===== config.mk =====
export PLATFORM = sky130hd
export DESIGN_NAME = lha_analyzer
export DESIGN_NICKNAME = d
export VERILOG_FILES = /design/src/rtl/lha_pkg.sv /design/src/rtl/lha_bins.sv /design/src/rtl/lha_divider.sv /design/src/rtl/lha_analyzer.sv
export SDC_FILE = /design/constraint.sdc
export NUM_CORES = 1
export LEC_CHECK = 0
export CAP_MARGIN = 25
export CORE_ASPECT_RATIO = 1.25
export CORE_UTILIZATION = 48
export DETAILED_ROUTE_END_ITERATION = 12
export DONT_BUFFER_PORTS = 1
export GPL_ROUTABILITY_DRIVEN = 0
export SYNTH_ARGS = -nofsm -noshare
export SYNTH_HDL_FRONTEND = slang
export SYNTH_SLANG_ARGS = --single-unit

===== constraint.sdc =====
create_clock -name clk -period 13.54 [get_ports clk]
set_input_delay 1.354 -clock clk [delete_from_list [all_inputs] [get_ports clk]]
set_output_delay 1.354 -clock clk [all_outputs]
set_load 0.005 [all_outputs]

===== src/rtl/lha_pkg.sv =====
`timescale 1ns/1ps
package lha_pkg;
    typedef enum logic [2:0] {
        ST_IDLE,
        ST_CAPTURE,
        ST_DIVIDE,
        ST_EMIT,
        ST_FINISH
    } lha_state_t;
endpackage


===== src/rtl/lha_bins.sv =====
`timescale 1ns/1ps
module lha_bins #(
    parameter int CODE_W = 4,
    parameter int CNT_W  = 12
) (
    input  logic                     clk,
    input  logic                     rst_n,
    input  logic                     clr_i,
    input  logic                     inc_i,
    input  logic [CODE_W-1:0]        inc_code_i,
    input  logic [CODE_W-1:0]        rd_addr_i,
    output logic [CNT_W-1:0]         rd_hits_o,
    output logic [CNT_W+CODE_W-1:0]  sum_o
);
    localparam int NB    = 1 << CODE_W;
    localparam int SUM_W = CNT_W + CODE_W;
    localparam logic [CNT_W-1:0] CNT_MAX = {CNT_W{1'b1}};

    logic [CNT_W-1:0] bin_q [NB];
    logic [SUM_W-1:0] sum_q;
    logic             inner_hit;

    assign inner_hit = inc_i && (inc_code_i != '0) && (inc_code_i != {CODE_W{1'b1}})
                       && (bin_q[inc_code_i] != CNT_MAX);

    for (genvar g = 0; g < NB; g++) begin : g_bin
        always_ff @(posedge clk or negedge rst_n) begin
            if (!rst_n)
                bin_q[g] <= '0;
            else if (clr_i)
                bin_q[g] <= '0;
            else if (inc_i && inc_code_i == CODE_W'(g) && bin_q[g] != CNT_MAX)
                bin_q[g] <= bin_q[g] + 1'b1;
        end

        // a full bin stays full until cleared
        assert_no_wrap_R3: assert property (@(posedge clk) disable iff (!rst_n)
            (!clr_i && bin_q[g] == CNT_MAX) |=> bin_q[g] == CNT_MAX);
    end

    always_ff @(posedge clk or negedge rst_n) begin
        if (!rst_n)
            sum_q <= '0;
        else if (clr_i)
            sum_q <= '0;
        else if (inner_hit)
            sum_q <= sum_q + 1'b1;
    end

    assign rd_hits_o = bin_q[rd_addr_i];
    assign sum_o     = sum_q;

    assert_clear_R2: assert property (@(posedge clk) disable iff (!rst_n)
        clr_i |=> (sum_q == '0 && bin_q[0] == '0));
    assert_idle_hold_R11: assert property (@(posedge clk) disable iff (!rst_n)
        (!inc_i && !clr_i) |=> $stable(sum_q));
endmodule


===== src/rtl/lha_divider.sv =====
`timescale 1ns/1ps
module lha_divider #(
    parameter int NUM_W = 24,
    parameter int DEN_W = 16
) (
    input  logic             clk,
    input  logic             rst_n,
    input  logic             start_i,
    input  logic [NUM_W-1:0] num_i,
    input  logic [DEN_W-1:0] den_i,
    output logic             busy_o,
    output logic             done_o,
    output logic [NUM_W-1:0] quo_o
);
    localparam int STEP_W = $clog2(NUM_W + 1);

    logic [NUM_W-1:0]  quo_q;
    logic [DEN_W-1:0]  rem_q;
    logic [DEN_W-1:0]  den_q;
    logic [STEP_W-1:0] step_q;
    logic              busy_q;
    logic              done_q;
    logic [DEN_W:0]    shifted;
    logic              fits;

    assign shifted = {rem_q, quo_q[NUM_W-1]};
    assign fits    = shifted >= {1'b0, den_q};

    always_ff @(posedge clk or negedge rst_n) begin
        if (!rst_n) begin
            quo_q  <= '0;
            rem_q  <= '0;
            den_q  <= '0;
            step_q <= '0;
            busy_q <= 1'b0;
            done_q <= 1'b0;
        end else if (start_i) begin
            quo_q  <= num_i;
            rem_q  <= '0;
            den_q  <= den_i;
            step_q <= STEP_W'(NUM_W);
            busy_q <= 1'b1;
            done_q <= 1'b0;
        end else if (busy_q) begin
            rem_q  <= fits ? DEN_W'(shifted - {1'b0, den_q}) : DEN_W'(shifted);
            quo_q  <= {quo_q[NUM_W-2:0], fits};
            step_q <= step_q - 1'b1;
            busy_q <= (step_q != STEP_W'(1));
            done_q <= (step_q == STEP_W'(1));
        end else begin
            done_q <= 1'b0;
        end
    end

    assign busy_o = busy_q;
    assign done_o = done_q;
    assign quo_o  = quo_q;

    // the quotient is handed over in a single-cycle pulse after the run
    assert_done_pulse_R5: assert property (@(posedge clk) disable iff (!rst_n)
        done_o |=> !done_o);
    assert_launch_R5: assert property (@(posedge clk) disable iff (!rst_n)
        start_i |=> busy_o);
    assert_done_idle_R5: assert property (@(posedge clk) disable iff (!rst_n)
        done_o |-> !busy_o);
endmodule


===== src/rtl/lha_analyzer.sv =====
`timescale 1ns/1ps
module lha_analyzer #(
    parameter int CODE_W = 4,
    parameter int CNT_W  = 12,
    parameter int FRAC_W = 8
) (
    input  logic                              clk,
    input  logic                              rst_n,
    input  logic                              start_i,
    input  logic                              smp_valid_i,
    input  logic [CODE_W-1:0]                 smp_code_i,
    input  logic                              done_i,
    input  logic [CODE_W+FRAC_W:0]            miss_thr_i,
    input  logic [CODE_W+FRAC_W:0]            dnl_lim_i,
    input  logic [CODE_W+FRAC_W:0]            inl_lim_i,
    output logic                              res_valid_o,
    output logic [CODE_W-1:0]                 res_code_o,
    output logic [CNT_W-1:0]                  res_hits_o,
    output logic signed [CODE_W+FRAC_W+1:0]   res_dnl_o,
    output logic signed [CODE_W+FRAC_W+2:0]   res_inl_o,
    output logic                              res_missing_o,
    output logic                              done_o,
    output logic                              fail_o,
    output logic                              missing_any_o,
    output logic [CODE_W-1:0]                 worst_code_o
);
    import lha_pkg::*;

    localparam int NB    = 1 << CODE_W;
    localparam int K     = NB - 2;
    localparam int SUM_W = CNT_W + CODE_W;
    localparam int NUM_W = SUM_W + FRAC_W;
    localparam int W_W   = CODE_W + FRAC_W + 1;
    localparam int D_W   = W_W + 1;
    localparam int I_W   = D_W + 1;
    localparam int ONE   = 1 << FRAC_W;
    localparam logic [CODE_W-1:0] FIRST = CODE_W'(1);
    localparam logic [CODE_W-1:0] LAST  = CODE_W'(NB - 2);

    lha_state_t state_q, state_d;

    logic [CODE_W-1:0]     addr_q, rd_addr;
    logic [CNT_W-1:0]      rd_hits, hits_q;
    logic [SUM_W-1:0]      sum;
    logic [NUM_W-1:0]      num, quo;
    logic                  div_start, div_busy, div_done;
    logic [W_W-1:0]        wid, width_q;
    logic signed [D_W-1:0] dnl_n, dnl_q;
    logic signed [I_W-1:0] inl_q, dnl_ext;
    logic [I_W-1:0]        mag_dnl, mag_inl, worst_mag_q;
    logic                  fail_q, miss_any_q;
    logic [CODE_W-1:0]     worst_q;

    // ---------------- histogram storage ----------------
    lha_bins #(.CODE_W(CODE_W), .CNT_W(CNT_W)) u_bins (
        .clk        (clk),
        .rst_n      (rst_n),
        .clr_i      (start_i),
        .inc_i      (smp_valid_i && state_q == ST_CAPTURE),
        .inc_code_i (smp_code_i),
        .rd_addr_i  (rd_addr),
        .rd_hits_o  (rd_hits),
        .sum_o      (sum)
    );

    // ---------------- per-code normalising divider ----------------
    assign rd_addr   = (state_q == ST_EMIT) ? addr_q + 1'b1 : addr_q;
    assign num       = (NUM_W'(rd_hits) * NUM_W'(K)) << FRAC_W;
    assign div_start = !start_i &&
                       ((state_q == ST_CAPTURE && done_i) ||
                        (state_q == ST_EMIT && addr_q != LAST));

    lha_divider #(.NUM_W(NUM_W), .DEN_W(SUM_W)) u_div (
        .clk     (clk),
        .rst_n   (rst_n),
        .start_i (div_start),
        .num_i   (num),
        .den_i   (sum),
        .busy_o  (div_busy),
        .done_o  (div_done),
        .quo_o   (quo)
    );

    assign wid     = (sum == '0) ? '0 : quo[W_W-1:0];
    assign dnl_n   = $signed({1'b0, wid}) - $signed(D_W'(ONE));
    assign dnl_ext = {dnl_q[D_W-1], dnl_q};
    assign mag_dnl = dnl_ext[I_W-1] ? (~dnl_ext + 1'b1) : dnl_ext;
    assign mag_inl = inl_q[I_W-1]   ? (~inl_q + 1'b1)   : inl_q;

    // ---------------- state register ----------------
    always_ff @(posedge clk or negedge rst_n) begin
        if (!rst_n) state_q <= ST_IDLE;
        else        state_q <= state_d;
    end

    always_comb begin
        state_d = state_q;
        unique case (state_q)
            ST_IDLE:    state_d = ST_IDLE;
            ST_CAPTURE: if (done_i) state_d = ST_DIVIDE;
            ST_DIVIDE:  if (div_done) state_d = ST_EMIT;
            ST_EMIT:    state_d = (addr_q == LAST) ? ST_FINISH : ST_DIVIDE;
            ST_FINISH:  state_d = ST_IDLE;
            default:    state_d = ST_IDLE;
        endcase
        if (start_i) state_d = ST_CAPTURE;
    end

    // ---------------- analysis datapath ----------------
    always_ff @(posedge clk or negedge rst_n) begin
        if (!rst_n) begin
            addr_q      <= FIRST;
            hits_q      <= '0;
            width_q     <= '0;
            dnl_q       <= '0;
            inl_q       <= '0;
            fail_q      <= 1'b0;
            miss_any_q  <= 1'b0;
            worst_q     <= '0;
            worst_mag_q <= '0;
        end else if (start_i) begin
            addr_q      <= FIRST;
            inl_q       <= '0;
            fail_q      <= 1'b0;
            miss_any_q  <= 1'b0;
            worst_q     <= '0;
            worst_mag_q <= '0;
        end else begin
            if (div_start)
                hits_q <= rd_hits;
            if (state_q == ST_DIVIDE && div_done) begin
                width_q <= wid;
                dnl_q   <= dnl_n;
                inl_q   <= inl_q + {dnl_n[D_W-1], dnl_n};
            end
            if (state_q == ST_EMIT) begin
                addr_q <= addr_q + 1'b1;
                if (mag_dnl > I_W'(dnl_lim_i) || mag_inl > I_W'(inl_lim_i))
                    fail_q <= 1'b1;
                if (width_q < miss_thr_i)
                    miss_any_q <= 1'b1;
                if (addr_q == FIRST || mag_dnl > worst_mag_q) begin
                    worst_q     <= addr_q;
                    worst_mag_q <= mag_dnl;
                end
            end
        end
    end

    // ---------------- outputs ----------------
    always_comb begin
        res_valid_o   = (state_q == ST_EMIT);
        done_o        = (state_q == ST_FINISH);
        res_code_o    = addr_q;
        res_hits_o    = hits_q;
        res_dnl_o     = dnl_q;
        res_inl_o     = inl_q;
        res_missing_o = (width_q < miss_thr_i);
        fail_o        = fail_q;
        missing_any_o = miss_any_q;
        worst_code_o  = worst_q;
    end

    assert_no_end_codes_R4: assert property (@(posedge clk) disable iff (!rst_n)
        res_valid_o |-> (res_code_o != '0 && res_code_o != {CODE_W{1'b1}}));
    assert_verdict_sticky_R9: assert property (@(posedge clk) disable iff (!rst_n)
        (fail_o && !start_i) |=> fail_o);
    assert_single_strobe_R12: assert property (@(posedge clk) disable iff (!rst_n)
        res_valid_o |=> !res_valid_o);
    assert_end_pulse_R12: assert property (@(posedge clk) disable iff (!rst_n)
        (done_o && !start_i) |=> (!done_o && !res_valid_o));
    assert_emit_quiet_R12: assert property (@(posedge clk) disable iff (!rst_n)
        res_valid_o |-> !div_busy);
    assert_width_bound_R5: assert property (@(posedge clk) disable iff (!rst_n)
        (div_done && sum != '0) |-> (quo[NUM_W-1:W_W] == '0));
    assert_order_R12: assert property (@(posedge clk) disable iff (!rst_n)
        (res_valid_o && !start_i && res_code_o != LAST) |=> (res_code_o == $past(res_code_o) + 1'b1));
endmodule


==> impl_metrics.yaml <==
run_status:
  outcome: "finished clean"
floorplan:
  core_sq_um: 46100
  fp.dieH_microns: 244
  start_util_pct: 48.6
  ios: 102
  die_width_microns: 195
  dieArea_sq_um: 47600
  fp-row-count: 88
timing:
  finalSetupTns_ps: 0
  rsz0062_at_grt: "no"
  hold_violations: 0
  timing.fmax_ghz: 0.184
  relSlewSlack_pct: 20.5
  whs_ps: 495
  fin_crit_sh_pct: 40.2
  worstMarginPinSlew_ps: 1190
  drv_slew: 0
  min_period_ps: 5450
  finClkSkew_ps: 13.5
  setup_viol: 0
setup_path:
  cp_num_cells: 20
  cp_data_arrival_time_ps: 5860
  crit_type: "register to register"
  path_buf_inv: 4
  crit_start: "res_code_o[0]"
  path_max_fanout: 39
  r2r_start: "res_code_o[0]"
  critPathRequiredTime_ps: 13950
  rr_worst_depth: 20
  crit_chain: "inv_1, ha_1, a21oi_4, buf_4, mux4_2, mux2i_1, mux2i_2, inv_1, fa_1, inv_1, ha_1, fa_1, a21o_1, a21oi_1, o21bai_1, a21oi_1, o21ai_0, a31oi_1, xnor2_1, a21oi_1"
  worstSetupEndpointType: "register"
  start_kind: "register"
  crit_end: "u_div.quo_o[21]"
  timing.rr.end: "u_div.quo_o[21]"
  cpPeakStageDelay_ps: 680
  critPathTopFamily: "adder cells"
  rrSetupSlack_ps: 8090
  slowest_stage: "dfstp_2"
power:
  combPwrFrac_pct: 22.8
  p_clk_share_pct: 38.1
  p_seq_share_pct: 39.2
  peakVddDrop_v: 0.0000835
  internal-power_uw: 2100
  p_per_area_nw_per_um2: 123
  leakage_uw: 0.0106
  p_switching_uw: 866
  netSwitchingFraction_pct: 29.2
  totalPowerFinal_uw: 2960
synthesis:
  syn_inst: 2348
  synth.area.top_cells: "dfrtp_1, ha_1, mux4_2, xor2_1, nor2_1"
  yosysUniqueCellTypes: 83
  synth.top_cells.by_count: "dfrtp_1, nor2_1, nand2_1"
  netlist.area_leader.share_pct: 38.4
  yosys_warnings: 0
  synthMostInstantiatedCell: "dfrtp_1"
  syn_avg_cell_area_sq_um: 9.55
  synth-edff-count: 0
  synthArstFlopShare_pct: 100
  seq_area_frac_synth_pct: 38.5
  ys.flop_type: "dfrtp_1"
  syn_area_sq_um: 22400
  yosys.area.top_type: "dfrtp_1"
  synth_fp_nets: 2533
  ys_ff_latch: 345
global_route:
  antenna_found_initial: 0
  grt_pass1_vias: 17700
  grt_max_degree: 346
  grt_pass1_wl_microns: 98000
  track_usage_pct: 26.1
  overflow: 0
cts:
  cts_setup_buffers: 0
  cts_sinks: 345
  clockBufferDepth: 3
  cts_tree: "done"
  root_buffer: "clkbuf_16"
  cts_buffers: 40
  ctsResizeCount: 0
  clkSlewWorstSetupHoldPaths_ps: 60
  clk_latency_ps: 570
  htreeDepth: 2
  postCtsHoldBufs: 0
drt:
  vias_per_cell: 6.08
  drt_iter0_markers: 1425
  via_count: 17700
  wl_microns: 60700
  drcViolationCount: 0
  ant_nets: 0
  routedWlPerCell_microns: 20.9
  dr.pass1.iters: 6
run:
  maxCapViolCount: 0
min_path:
  min_path_type: "register to register"
finish:
  register_area_sq_um: 8640
  drive_above_1_share_pct: 9.04
  area_growth_pct: 7.75
  multi_input_comb_area_sq_um: 12900
  nFillCells: 4188
  nets: 2479
  diodes: 0
placed_design:
  port_buffers: 0
  dp_hpwl_microns: 43600
-- per-stage QoR --
step           cells  instance area, sq um  worst slack (ps)  utilization (%)
6_report        2909                 24200              8090             52.4
5_1_grt         2909                 24200              7670             52.4
4_1_cts         2909                 24200              8050             52.4
3_5_place_dp    2837                 22800              8090             49.4
3_3_place_gp    2837                 22800              8190             49.4
2_1_floorplan   2348                 22400              8830                -
-- kinds of logic (layout without fill, tap and decap cells) --
group | count (synthesis) | count (layout) | synth area share [%]
compound gates | 336 | 336 | 9.31
xor+xnor | 220 | 220 | 8.62
fa+ha+maj | 137 | 137 | 8.01
buf+inv | 216 | 192 | 4.00
flops | 345 | 345 | 38.5
mux | 172 | 172 | 11.5
other cells | 1 | 1 | 0.0167
simple gates | 921 | 921 | 20.0
-- power groups by stage --
stage                     Combinational [uW]  Clock, uW  Sequential, uW
after global placement                   661          0            1180
after detailed placement                 675          0            1180
after CTS                                679       1160            1160
after floorplan                          573          0            1150
final                                    674       1130            1160
after global routing                     758       1200            1170
-- worst min-delay path by stage --
stage | from | endpoint | cells after the start
2_1_floorplan | width_q[11] | width_q[11] | 2
3_3_place_gp | width_q[10] | width_q[10] | 2
3_5_place_dp | width_q[9] | width_q[9] | 2
5_1_grt | rst_n | fail_o | 0
6_report | width_q[9] | width_q[9] | 2
4_1_cts | rst_n | fail_o | 0
-- cell usage in the layout (no fill, tap or decap), types with 23 or more instances in the layout --
cell type    n
xor2_1     125
mux2_2      23
o21ai_0    108
nand3_1     63
dfrtp_1    343
mux2i_1     81
clkbuf_16   41
inv_1      106
nor2b_1     29
nand4_1    130
nor2_1     291
nor3_1      45
nand2_1    207
a21oi_1     97
and3_1      28
ha_1       126
or3_1       32
xnor2_1     92
mux4_2      64
-- tightest hold or removal path, stage by stage (launching register included) --
cell and delay (ps):
dfrtp_1 350, nand2_1 50, o21ai_0 60
-- routing by layer --
layer  track usage, %  vias up  wire length, microns  part of all wire [%]
met2             43.8      599                 29500                    49
met3             5.41      215                  3780                   6.2
met4             14.6        0                  3630                   6.0
met5                0        -                     0                     0
met1             31.1     8664                 23800                    39
li1                 -     8208                     -                     -
-- registers in the layout (all words and copies together) (netlist names) --
register	cells
u_bins.bin_q	192
res_code_o	4
u_div.done_o	1
res_dnl_o	6
state_q	3
worst_mag_q	15
res_inl_o	15
fail_o	1
u_bins.sum_o	16
u_div.quo_o	24
width_q	13
missing_any_o	1
u_div.busy_o	1
u_div.den_q	16
worst_code_o	4
u_div.step_q	5
u_div.rem_q	16
res_hits_o	12
-- cell type report --
| class | count | area share (%) |
|---|---|---|
| clock buffer | 57 | 4.78 |
| tap | 585 | 3.03 |
| inverter | 109 | 1.70 |
| clock inverter | 15 | 0.859 |
| sequential | 345 | 35.7 |
| multi-input combinational | 1787 | 53.6 |
| timing repair buffer | 11 | 0.342 |
Power figures use the tool's default switching activity.
